===== config.mk =====
export PLATFORM = sky130hd
export DESIGN_NAME = dram_burst_seq
export DESIGN_NICKNAME = d
export VERILOG_FILES = /design/src/rtl/dram_burst_pkg.sv /design/src/rtl/dram_burst_fsm.sv /design/src/rtl/dram_addr_mux.sv /design/src/rtl/dram_byte_packer.sv /design/src/rtl/dram_burst_seq.sv
export SDC_FILE = /design/constraint.sdc
export NUM_CORES = 1
export LEC_CHECK = 0
export BUFFER_PORTS_ARGS = -buffer_cell sky130_fd_sc_hd__buf_4
export CAP_MARGIN = 20
export CORE_MARGIN = 2
export CORE_UTILIZATION = 38
export CTS_CLUSTER_SIZE = 12
export DETAILED_ROUTE_END_ITERATION = 7
export PLACE_DENSITY_LB_ADDON = 0.05
export SKIP_LAST_GASP = 1
export SYNTH_ARGS = -nofsm -noshare
export SYNTH_HDL_FRONTEND = slang
export SYNTH_SLANG_ARGS = --single-unit

===== constraint.sdc =====
create_clock -name clk -period 1.9 [get_ports clk]
set_input_delay 0 -clock clk [delete_from_list [all_inputs] [get_ports clk]]
set_output_delay 0 -clock clk [all_outputs]
set_load 0.02 [all_outputs]

===== src/rtl/dram_burst_pkg.sv =====
package dram_burst_pkg;

    typedef enum logic [2:0] {
        ST_IDLE,
        ST_ROW,
        ST_BURST,
        ST_DRAIN,
        ST_PRECH
    } seq_state_e;

    typedef enum logic {
        MODE_FPM = 1'b0,
        MODE_EDO = 1'b1
    } page_mode_e;

    typedef struct packed {
        logic ras_n;
        logic cas_n;
        logic oe_n;
        logic row_sel;
    } strobe_t;

    localparam logic [1:0] ROW_LAST_PHASE = 2'd2;

    function automatic logic [1:0] slot_last_phase(page_mode_e m);
        return (m == MODE_EDO) ? 2'd1 : 2'd2;
    endfunction

    function automatic int unsigned max_int(int unsigned a, int unsigned b);
        return (a > b) ? a : b;
    endfunction

endpackage


===== src/rtl/dram_burst_fsm.sv =====
module dram_burst_fsm
    import dram_burst_pkg::*;
#(
    parameter int unsigned CNT_W     = 5,
    parameter int unsigned IDX_W     = 4,
    parameter int unsigned PRECHARGE = 3
) (
    input  logic             clk,
    input  logic             rst,
    input  logic             req,
    input  logic [CNT_W-1:0] byte_count,
    input  logic             mode,
    output logic             ack,
    output logic             busy,
    output logic             done,
    output logic             load,
    output logic             samp_en,
    output logic [IDX_W-1:0] byte_idx,
    output strobe_t          strobes
);

    localparam int unsigned PC_W = $clog2(PRECHARGE + 1);
    localparam logic [PC_W-1:0] PC_LAST = PC_W'(PRECHARGE - 1);

    seq_state_e       state_q;
    page_mode_e       mode_q;
    logic [1:0]       phase_q;
    logic [IDX_W-1:0] idx_q;
    logic [IDX_W-1:0] last_q;
    logic [IDX_W-1:0] samp_idx_q;
    logic [PC_W-1:0]  pc_q;
    logic             ack_q;
    logic             samp_q;
    logic             done_q;

    logic [CNT_W-1:0] even_cnt;
    logic [CNT_W-1:0] last_cnt;
    logic             slot_end;
    logic             accept;

    assign even_cnt = {byte_count[CNT_W-1:1], 1'b0};
    assign last_cnt = even_cnt - CNT_W'(1);
    assign slot_end = (phase_q == slot_last_phase(mode_q));
    assign accept   = (state_q == ST_IDLE) && req;

    always_ff @(posedge clk) begin
        if (rst) begin
            state_q    <= ST_IDLE;
            mode_q     <= MODE_FPM;
            phase_q    <= '0;
            idx_q      <= '0;
            last_q     <= '0;
            samp_idx_q <= '0;
            pc_q       <= '0;
            ack_q      <= 1'b0;
            samp_q     <= 1'b0;
            done_q     <= 1'b0;
        end else begin
            ack_q  <= 1'b0;
            samp_q <= (state_q == ST_BURST) && (phase_q == 2'd1);
            done_q <= samp_q && (samp_idx_q == last_q);
            if (samp_q) begin
                samp_idx_q <= samp_idx_q + IDX_W'(1);
            end
            unique case (state_q)
                ST_IDLE: begin
                    if (accept) begin
                        mode_q     <= page_mode_e'(mode);
                        last_q     <= last_cnt[IDX_W-1:0];
                        ack_q      <= 1'b1;
                        phase_q    <= '0;
                        idx_q      <= '0;
                        samp_idx_q <= '0;
                        state_q    <= ST_ROW;
                    end
                end
                ST_ROW: begin
                    if (phase_q == ROW_LAST_PHASE) begin
                        phase_q <= '0;
                        state_q <= ST_BURST;
                    end else begin
                        phase_q <= phase_q + 2'd1;
                    end
                end
                ST_BURST: begin
                    if (slot_end) begin
                        phase_q <= '0;
                        if (idx_q == last_q) begin
                            pc_q    <= '0;
                            state_q <= (mode_q == MODE_EDO) ? ST_DRAIN : ST_PRECH;
                        end else begin
                            idx_q <= idx_q + IDX_W'(1);
                        end
                    end else begin
                        phase_q <= phase_q + 2'd1;
                    end
                end
                ST_DRAIN: begin
                    pc_q    <= '0;
                    state_q <= ST_PRECH;
                end
                ST_PRECH: begin
                    if (pc_q == PC_LAST) begin
                        state_q <= ST_IDLE;
                    end else begin
                        pc_q <= pc_q + PC_W'(1);
                    end
                end
                default: state_q <= ST_IDLE;
            endcase
        end
    end

    always_comb begin
        strobes = '{ras_n: 1'b1, cas_n: 1'b1, oe_n: 1'b1, row_sel: 1'b0};
        unique case (state_q)
            ST_ROW: begin
                strobes.row_sel = 1'b1;
                strobes.ras_n   = (phase_q == 2'd0);
            end
            ST_BURST: begin
                strobes.ras_n = 1'b0;
                strobes.oe_n  = 1'b0;
                strobes.cas_n = (phase_q == 2'd0);
            end
            ST_DRAIN: begin
                strobes.ras_n = 1'b0;
                strobes.oe_n  = 1'b0;
            end
            default: ;
        endcase
    end

    assign ack      = ack_q;
    assign busy     = (state_q != ST_IDLE);
    assign done     = done_q;
    assign load     = accept;
    assign samp_en  = samp_q;
    assign byte_idx = idx_q;

    // the acceptance pulse never lasts two cycles
    assert_ack_single_R2: assert property (@(posedge clk) disable iff (rst)
        ack_q |=> !ack_q);

    // the row is still closed in the acceptance cycle
    assert_row_closed_at_ack_R3: assert property (@(posedge clk) disable iff (rst)
        ack_q |-> strobes.ras_n);

    // a column strobe only ever occurs inside an open row
    assert_cas_inside_row_R3: assert property (@(posedge clk) disable iff (rst)
        !strobes.cas_n |-> !strobes.ras_n);

    // every capture happens while the output enable is still active
    assert_oe_at_capture_R7: assert property (@(posedge clk) disable iff (rst)
        samp_q |-> (!strobes.oe_n && !strobes.ras_n));

    // the end pulse follows a capture
    assert_done_after_capture_R9: assert property (@(posedge clk) disable iff (rst)
        done_q |-> $past(samp_q));

endmodule


===== src/rtl/dram_addr_mux.sv =====
module dram_addr_mux
    import dram_burst_pkg::*;
#(
    parameter int unsigned ADDR_W = 16,
    parameter int unsigned COL_W  = 8,
    parameter int unsigned IDX_W  = 4,
    parameter int unsigned MUX_W  = 8
) (
    input  logic              clk,
    input  logic              rst,
    input  logic              load,
    input  logic [ADDR_W-1:0] start_addr,
    input  logic [IDX_W-1:0]  byte_idx,
    input  logic              row_sel,
    output logic [MUX_W-1:0]  dram_addr
);

    localparam int unsigned ROW_W = ADDR_W - COL_W;

    logic [ROW_W-1:0] row_q;
    logic [COL_W-1:0] col_base_q;
    logic [COL_W-1:0] col_now;

    always_ff @(posedge clk) begin
        if (rst) begin
            row_q      <= '0;
            col_base_q <= '0;
        end else if (load) begin
            row_q      <= start_addr[ADDR_W-1:COL_W];
            col_base_q <= {start_addr[COL_W-1:1], 1'b0};
        end
    end

    assign col_now   = col_base_q + COL_W'(byte_idx);
    assign dram_addr = row_sel ? MUX_W'(row_q) : MUX_W'(col_now);

    // the column base is always even
    assert_even_base_R11: assert property (@(posedge clk) disable iff (rst)
        !col_base_q[0]);

endmodule


===== src/rtl/dram_byte_packer.sv =====
module dram_byte_packer (
    input  logic        clk,
    input  logic        rst,
    input  logic        clear,
    input  logic        samp_en,
    input  logic [7:0]  dq,
    output logic [15:0] word_data,
    output logic        word_valid
);

    logic [7:0]  low_q;
    logic        have_low_q;
    logic [15:0] word_q;
    logic        valid_q;

    always_ff @(posedge clk) begin
        if (rst) begin
            low_q      <= '0;
            have_low_q <= 1'b0;
            word_q     <= '0;
            valid_q    <= 1'b0;
        end else begin
            valid_q <= 1'b0;
            if (clear) begin
                have_low_q <= 1'b0;
            end else if (samp_en) begin
                if (have_low_q) begin
                    word_q     <= {dq, low_q};
                    valid_q    <= 1'b1;
                    have_low_q <= 1'b0;
                end else begin
                    low_q      <= dq;
                    have_low_q <= 1'b1;
                end
            end
        end
    end

    assign word_data  = word_q;
    assign word_valid = valid_q;

    // words are separated by at least one idle cycle
    assert_word_gap_R8: assert property (@(posedge clk) disable iff (rst)
        valid_q |=> !valid_q);

endmodule


===== src/rtl/dram_burst_seq.sv =====
module dram_burst_seq
    import dram_burst_pkg::*;
#(
    parameter int unsigned ADDR_W    = 16,
    parameter int unsigned COL_W     = 8,
    parameter int unsigned MAX_BYTES = 16,
    parameter int unsigned PRECHARGE = 3,
    localparam int unsigned CNT_W    = $clog2(MAX_BYTES + 1),
    localparam int unsigned MUX_W    = max_int(ADDR_W - COL_W, COL_W)
) (
    input  logic              clk,
    input  logic              rst,
    input  logic              req,
    input  logic [ADDR_W-1:0] start_addr,
    input  logic [CNT_W-1:0]  byte_count,
    input  logic              mode,
    output logic              ack,
    output logic              busy,
    output logic              done,
    output logic [15:0]       word_data,
    output logic              word_valid,
    output logic [MUX_W-1:0]  dram_addr,
    output logic              ras_n,
    output logic              cas_n,
    output logic              oe_n,
    input  logic [7:0]        dram_dq
);

    localparam int unsigned IDX_W = $clog2(MAX_BYTES);

    strobe_t          strobes;
    logic             load;
    logic             samp_en;
    logic [IDX_W-1:0] byte_idx;

    dram_burst_fsm #(
        .CNT_W    (CNT_W),
        .IDX_W    (IDX_W),
        .PRECHARGE(PRECHARGE)
    ) u_fsm (
        .clk       (clk),
        .rst       (rst),
        .req       (req),
        .byte_count(byte_count),
        .mode      (mode),
        .ack       (ack),
        .busy      (busy),
        .done      (done),
        .load      (load),
        .samp_en   (samp_en),
        .byte_idx  (byte_idx),
        .strobes   (strobes)
    );

    dram_addr_mux #(
        .ADDR_W(ADDR_W),
        .COL_W (COL_W),
        .IDX_W (IDX_W),
        .MUX_W (MUX_W)
    ) u_addr (
        .clk       (clk),
        .rst       (rst),
        .load      (load),
        .start_addr(start_addr),
        .byte_idx  (byte_idx),
        .row_sel   (strobes.row_sel),
        .dram_addr (dram_addr)
    );

    dram_byte_packer u_pack (
        .clk       (clk),
        .rst       (rst),
        .clear     (load),
        .samp_en   (samp_en),
        .dq        (dram_dq),
        .word_data (word_data),
        .word_valid(word_valid)
    );

    assign ras_n = strobes.ras_n;
    assign cas_n = strobes.cas_n;
    assign oe_n  = strobes.oe_n;

    // the end pulse coincides with the final word
    assert_done_with_word_R9: assert property (@(posedge clk) disable iff (rst)
        done |-> word_valid);

    // no acceptance while a burst is in progress
    assert_no_ack_when_busy_R2: assert property (@(posedge clk) disable iff (rst)
        (busy && !ack) |=> !ack || $past(!busy));

endmodule


== Yosys cells after proc, flatten, opt, wreduce, memory -nomap -nowiden ==
Index checks and enable logic that the tools add are counted.

* Input bits: 33
* Word-level logic and storage cells: 94
* Register bits after elaboration: 64
* Output and inout port bits: 31

* Bitwise logic cells: 4
* Eq/ne operators: 17
* Mux-type cells: 31
* Reduce and logical (&&, ||, !) cells: 20
* Add/sub/neg operators: 6

{| class="wikitable"
|+ Operators by type and width
! kind !! number
|-
| $mux W4 || 6
|-
| $mux W3 || 6
|-
| $pmux W3 S5 || 1
|-
| $mux W2 || 7
|-
| $pmux W2 S3 || 2
|-
| $reduce_bool A3 Y1 || 3
|-
| $add A4 B1 Y4 const B || 2
|-
| $add A8 B4 Y8 || 1
|-
| $eq A4 B4 Y1 || 2
|-
| $mux W8 || 1
|-
| $ne A2 B2 Y1 const B || 4
|-
| $pmux W4 S2 || 1
|-
| $reduce_and A4 Y1 || 2
|-
| $eq A3 B2 Y1 const B || 2
|-
| $mux W1 || 6
|-
| $ne A2 B1 Y1 const B || 3
|-
| $reduce_and A3 Y1 || 2
|-
| $reduce_or A2 Y1 || 3
|-
| $reduce_and A5 Y1 || 1
|-
| $add A2 B1 Y2 const B || 2
|-
| $eq A2 B2 Y1 const B || 2
|-
| $not A1 Y1 || 4
|-
| $reduce_and A2 Y1 || 2
|-
| $sub A4 B1 Y4 const B || 1
|-
| other kinds (10) || 12
|}

== Longest topological paths before layout ==
* Word-level depth: 4
* Mapped depth: 7
* Mapped depth without buffers: 7

== Modules after synthesis ==
Synthesis repeated with hierarchy kept, for this count alone.

* Cells, all modules: 338
* Area, all modules: 3269.4 um^2

{| class="wikitable"
|+ By module, submodules not included
! module !! area an instance (um^2) !! cells an instance !! sequential area each (um^2) !! instances
|-
| dram_burst_fsm || 1373.8 || 152 || 460.4 || 1
|-
| dram_byte_packer || 1062.3 || 95 || 520.5 || 1
|-
| dram_addr_mux || 833.3 || 91 || 300.3 || 1
|}

== Worst setup path before layout ==
OpenSTA, ideal clock, no wires.

* Path kind: reg-to-reg
* From: reg u_fsm.pc_q[0]
* To: reg u_fsm.pc_q[1]
* Cell stages (with the launch flop): 8
* Path buffers: 0
* Arrival: 1685 ps
* Path slack: 148 ps
* Clock period less this slack: 1752 ps
* Library setup time: 67 ps
* Cell sequence: dfxtp_1 -> inv_1 -> ha_1 -> or4b_4 -> nand2_1 -> nand3_2 -> or3_1 -> a21oi_2

* Longest elaborated chain between the ends: 3
* Elaborated cells between the ends (all ways): 6
* Those cells by class: 1 x add/sub; 2 x eq/ne; 2 x mux; 1 x reduce/logical

{| class="wikitable"
|+ RTL lines
! element !! RTL line !! text
|-
| from (decl) || dram_burst_fsm.sv:31 || <nowiki>logic [PC_W-1:0] pc_q;</nowiki>
|-
| from (signal assigned) || dram_burst_fsm.sv:106 || <nowiki>pc_q <= pc_q + PC_W'(1);</nowiki>
|-
| $add A2 B1 Y2 / $eq A2 B2 Y1 (equally long branches) || dram_burst_fsm.sv:106, dram_burst_fsm.sv:103 ||
|-
| $mux W2 / $ne A2 B2 Y1 (equally long branches) || n/a ||
|-
| $pmux W2 S3 / $reduce_and A4 Y1 (equally long branches) || n/a ||
|}

Parallel ways exist; a longest one is shown, timed or not. The select of a mux whose other input is x is not followed.
A chain may end at the register's enable or synchronous reset.

== Worst setup path in the final report ==
* From: reg u_fsm.idx_q[1], in the netlist u_fsm.byte_idx[1]
* To: out dram_addr[7]

* Longest elaborated chain between the ends: 2

{| class="wikitable"
|+ RTL lines
! element !! RTL line !! text
|-
| from (decl) || dram_burst_fsm.sv:28 || <nowiki>logic [IDX_W-1:0] idx_q;</nowiki>
|-
| from (signal assigned) || dram_burst_fsm.sv:92 || <nowiki>idx_q <= idx_q + IDX_W'(1);</nowiki>
|-
| $add A8 B4 Y8 || dram_addr_mux.sv:34 || <nowiki>assign col_now = col_base_q + COL_W'(byte_idx);</nowiki>
|-
| $mux W8 || dram_addr_mux.sv:35 || <nowiki>assign dram_addr = row_sel ? MUX_W'(row_q) : MUX_W'(col_now);</nowiki>
|-
| to (decl) || dram_burst_seq.sv:22 || <nowiki>output logic [MUX_W-1:0] dram_addr,</nowiki>
|}

No other way between the ends.

==> impl_metrics.yaml <==
die:
  die-width_um: 91.9
  die_y_um: 91.9
  rows: 32
  core_area_mm2: 0.00761
  dieArea_mm2: 0.00845
  start_util: 0.386
  ios: 64
global_routing:
  grt_pass1_wl_um: 12000
  grt_remaining_overflow: 0
  antenna_found_initial: 0
  grt_pass1_vias: 2538
  groute.usage.overall: 0.178
  grt_max_degree: 31
setup_path:
  worstPathArrival_ns: 1.93
  worst_setup_path_start_kind: "register"
  setup.worst_path.start: "u_fsm.byte_idx[1]"
  endpoint_kind: "output port"
  crit_required_ns: 1.90
  r2r_cells: 7
  critPathKind: "reg2out"
  timing.rr.start: "u_fsm.byte_idx[2]"
  worstPathMaxFanout: 2
  regToRegSetupSlack_ns: 0.07
timing:
  setup_violations: 1
  hold_viol_final: 0
  finalMaxSlewViolations: 0
  clock.fmax_mhz: 517
  skew_ns: 0.00674
  fin_crit_sh: 1.02
  worst_slack_ns: -0.0337
  slew_headroom: 0.576
  worstMarginPinSlew_ns: 0.636
  rsz0062_at_grt: "true"
  holdWs_ns: 0.0392
  fin_crit_ns: 1.93
synth:
  synth_nets: 394
  synth-main-ff-cell: "dfxtp_1"
  async_reset_ff_frac: 0
  synth_area_leaders: "dfxtp_1, nand2_1, a21oi_1"
  synth.largest_area_cell: "dfxtp_1"
  synth_edf_count: 0
  yosysWarnings: 0
  synth-seq-cells: 64
  ys_types: 48
  ys_top_cells_by_count: "nand2_1, dfxtp_1, a21oi_1"
  syn-instance-count: 349
  yosysMostFrequentCell: "nand2_1"
  synth_top_area_share: 0.436
  synth_area_per_cell_um2: 8.42
  syn_area_mm2: 0.00294
  synth-seq-area-share: 0.436
clock_network:
  clk_pin_slew_ns: 0.07
  htreeDepth: 3
  clk_path_buf_depth: 2
  cts_inserted_buffers: 9
  clock-sinks: 64
  tritoncts: "yes"
  cts_root_buf: "clkbuf_8"
  clk_latency_ns: 0.34
routing:
  avgViaCountPerCell: 4.77
  wl_per_cell_um: 12.8
  first_pass_iters: 4
  vias: 2668
  ant_nets: 0
  wl_um: 7150
  drc_errors: 0
  drt-initial-drc-count: 95
final_layout:
  instances_no_fill: 559
  seq_area_mm2: 0.00129
  postLayoutCellArea_mm2: 0.00426
  final_core_util: 0.560
  nets: 497
  fillCellCount: 744
  multi_input_area_mm2: 0.00163
  final_layout_size_suffix_gt1_frac: 0.293
  area_delta_synth_final_pct: 44.9
  diodes: 0
run_status:
  violations: "negative setup slack"
  outcome: "finished, violations left"
worst_hold_path:
  hold_depth: 4
  hold_path_class: "in2reg"
  hp-start: "byte_count[2]"
placement:
  dp_hpwl_um: 4660
  dp.cells: 511
  placed_area_mm2: 0.00361
  gp_congestion: 0.792
  io_buffer_count: 60
power_and_ir_drop:
  leakagePower_nw: 1.75
  vdd_drop_max_mv: 0.502
  power.total_mw: 4.91
  power.density_mw_per_mm2: 1150
job:
  cap_violations: 0
## through the flow
| step | TNS, ns | worst slack (ns) |
|---|---|---|
| floorplan | 0 | 0.148 |
| global placement | 0 | 0.0640 |
| detailed placement | 0 | 0.0356 |
| CTS | -0.0440 | -0.0440 |
| global route | -0.382 | -0.137 |
| finish | -0.0337 | -0.0337 |
## cell usage in the layout, fill, tap and decap left out, drive strengths merged, types with 3 or more instances in the layout
cell type	n
dfxtp	64
mux2	4
o21ai	3
xnor2	9
buf	85
a22o	4
and3	3
a21oi	43
inv	9
bufinv	3
nor2	31
mux2i	10
nor2b	3
nand3	8
nor3	10
a211oi	4
nand2b	4
dlygate4sd3	26
nand2	79
clkbuf	9
xor2	9
ha	11
## layout make-up
class / count / share of cell area
flip-flops and latches: 64 / 0.303
multi-input cells: 259 / 0.384
clock buffers: 9 / 0.0291
repair buffers: 111 / 0.218
inverters: 7 / 0.00617
clock inverters: 7 / 0.0300
well taps: 102 / 0.0300
## sequential cells by signal (all words and copies together) (netlist names)
signal,flops
u_fsm.samp_en,1
u_pack.low_q,8
u_fsm.phase_q,2
u_addr.row_q,8
u_fsm.byte_idx,4
u_fsm.samp_idx_q,4
u_pack.word_valid,1
u_pack.word_data,16
u_fsm.done,1
u_pack.have_low_q,1
u_fsm.state_q,3
u_addr.col_base_q,7
u_fsm.last_q,4
u_fsm.ack,1
u_fsm.pc_q,2
u_fsm.mode_q,1
## power breakdown
group	leakage [nW]	internal, mW	switching (mW)
Combinational	1.11	0.814	0.974
Sequential	0.522	1.49	0.137
Clock	0.126	0.890	0.600
Total	1.75	3.20	1.71
## worst max-delay path: stages, from the launching register on
cell	delay [ns]
dfxtp_4	0.36
ha_4	0.16
fa_2	0.37
a21oi_2	0.16
nor2b_2	0.06
nand3_1	0.09
xor2_1	0.15
a21oi_1	0.08
buf_4	0.16
## repair_timing
action	CTS	global route
setup endpoints to repair	5	11
resized for setup	14	9
pin swaps	12	10
hold endpoints to repair	34	0
buffers inserted	3	3
gates cloned	0	0
hold buffers	26	0
## worst paths after layout
| path | end |
|---|---|
| worst max-delay path | dram_addr[7] |
| worst min-delay path | u_fsm.last_q[2] |
| worst max register to register | u_fsm.pc_q[1] |
| worst min register to register | u_pack.word_data[0] |
## logic make-up (layout without fill, tap and decap cells)
kind of cell / count (synthesis) / after routing / share of synthesized area
and+or+nand+nor: 152 / 152 / 0.237
DFF: 64 / 64 / 0.436
AOI/OAI and AO/OA: 63 / 63 / 0.133
buffers and inverters: 26 / 134 / 0.0345
xor gates and xnor gates: 18 / 18 / 0.0562
muxes: 14 / 14 / 0.0494
adders and majority gates: 12 / 12 / 0.0537
## per-layer routing
layer  track usage  vias to the layer above  share of wire
met5             0                        -              0
met4        0.0634                        0          0.013
met3        0.0337                        7          0.037
met2         0.289                       46           0.48
met1         0.236                     1237           0.47
li1              -                     1378              -
Note: power is estimated with default switching activity, not from simulation.
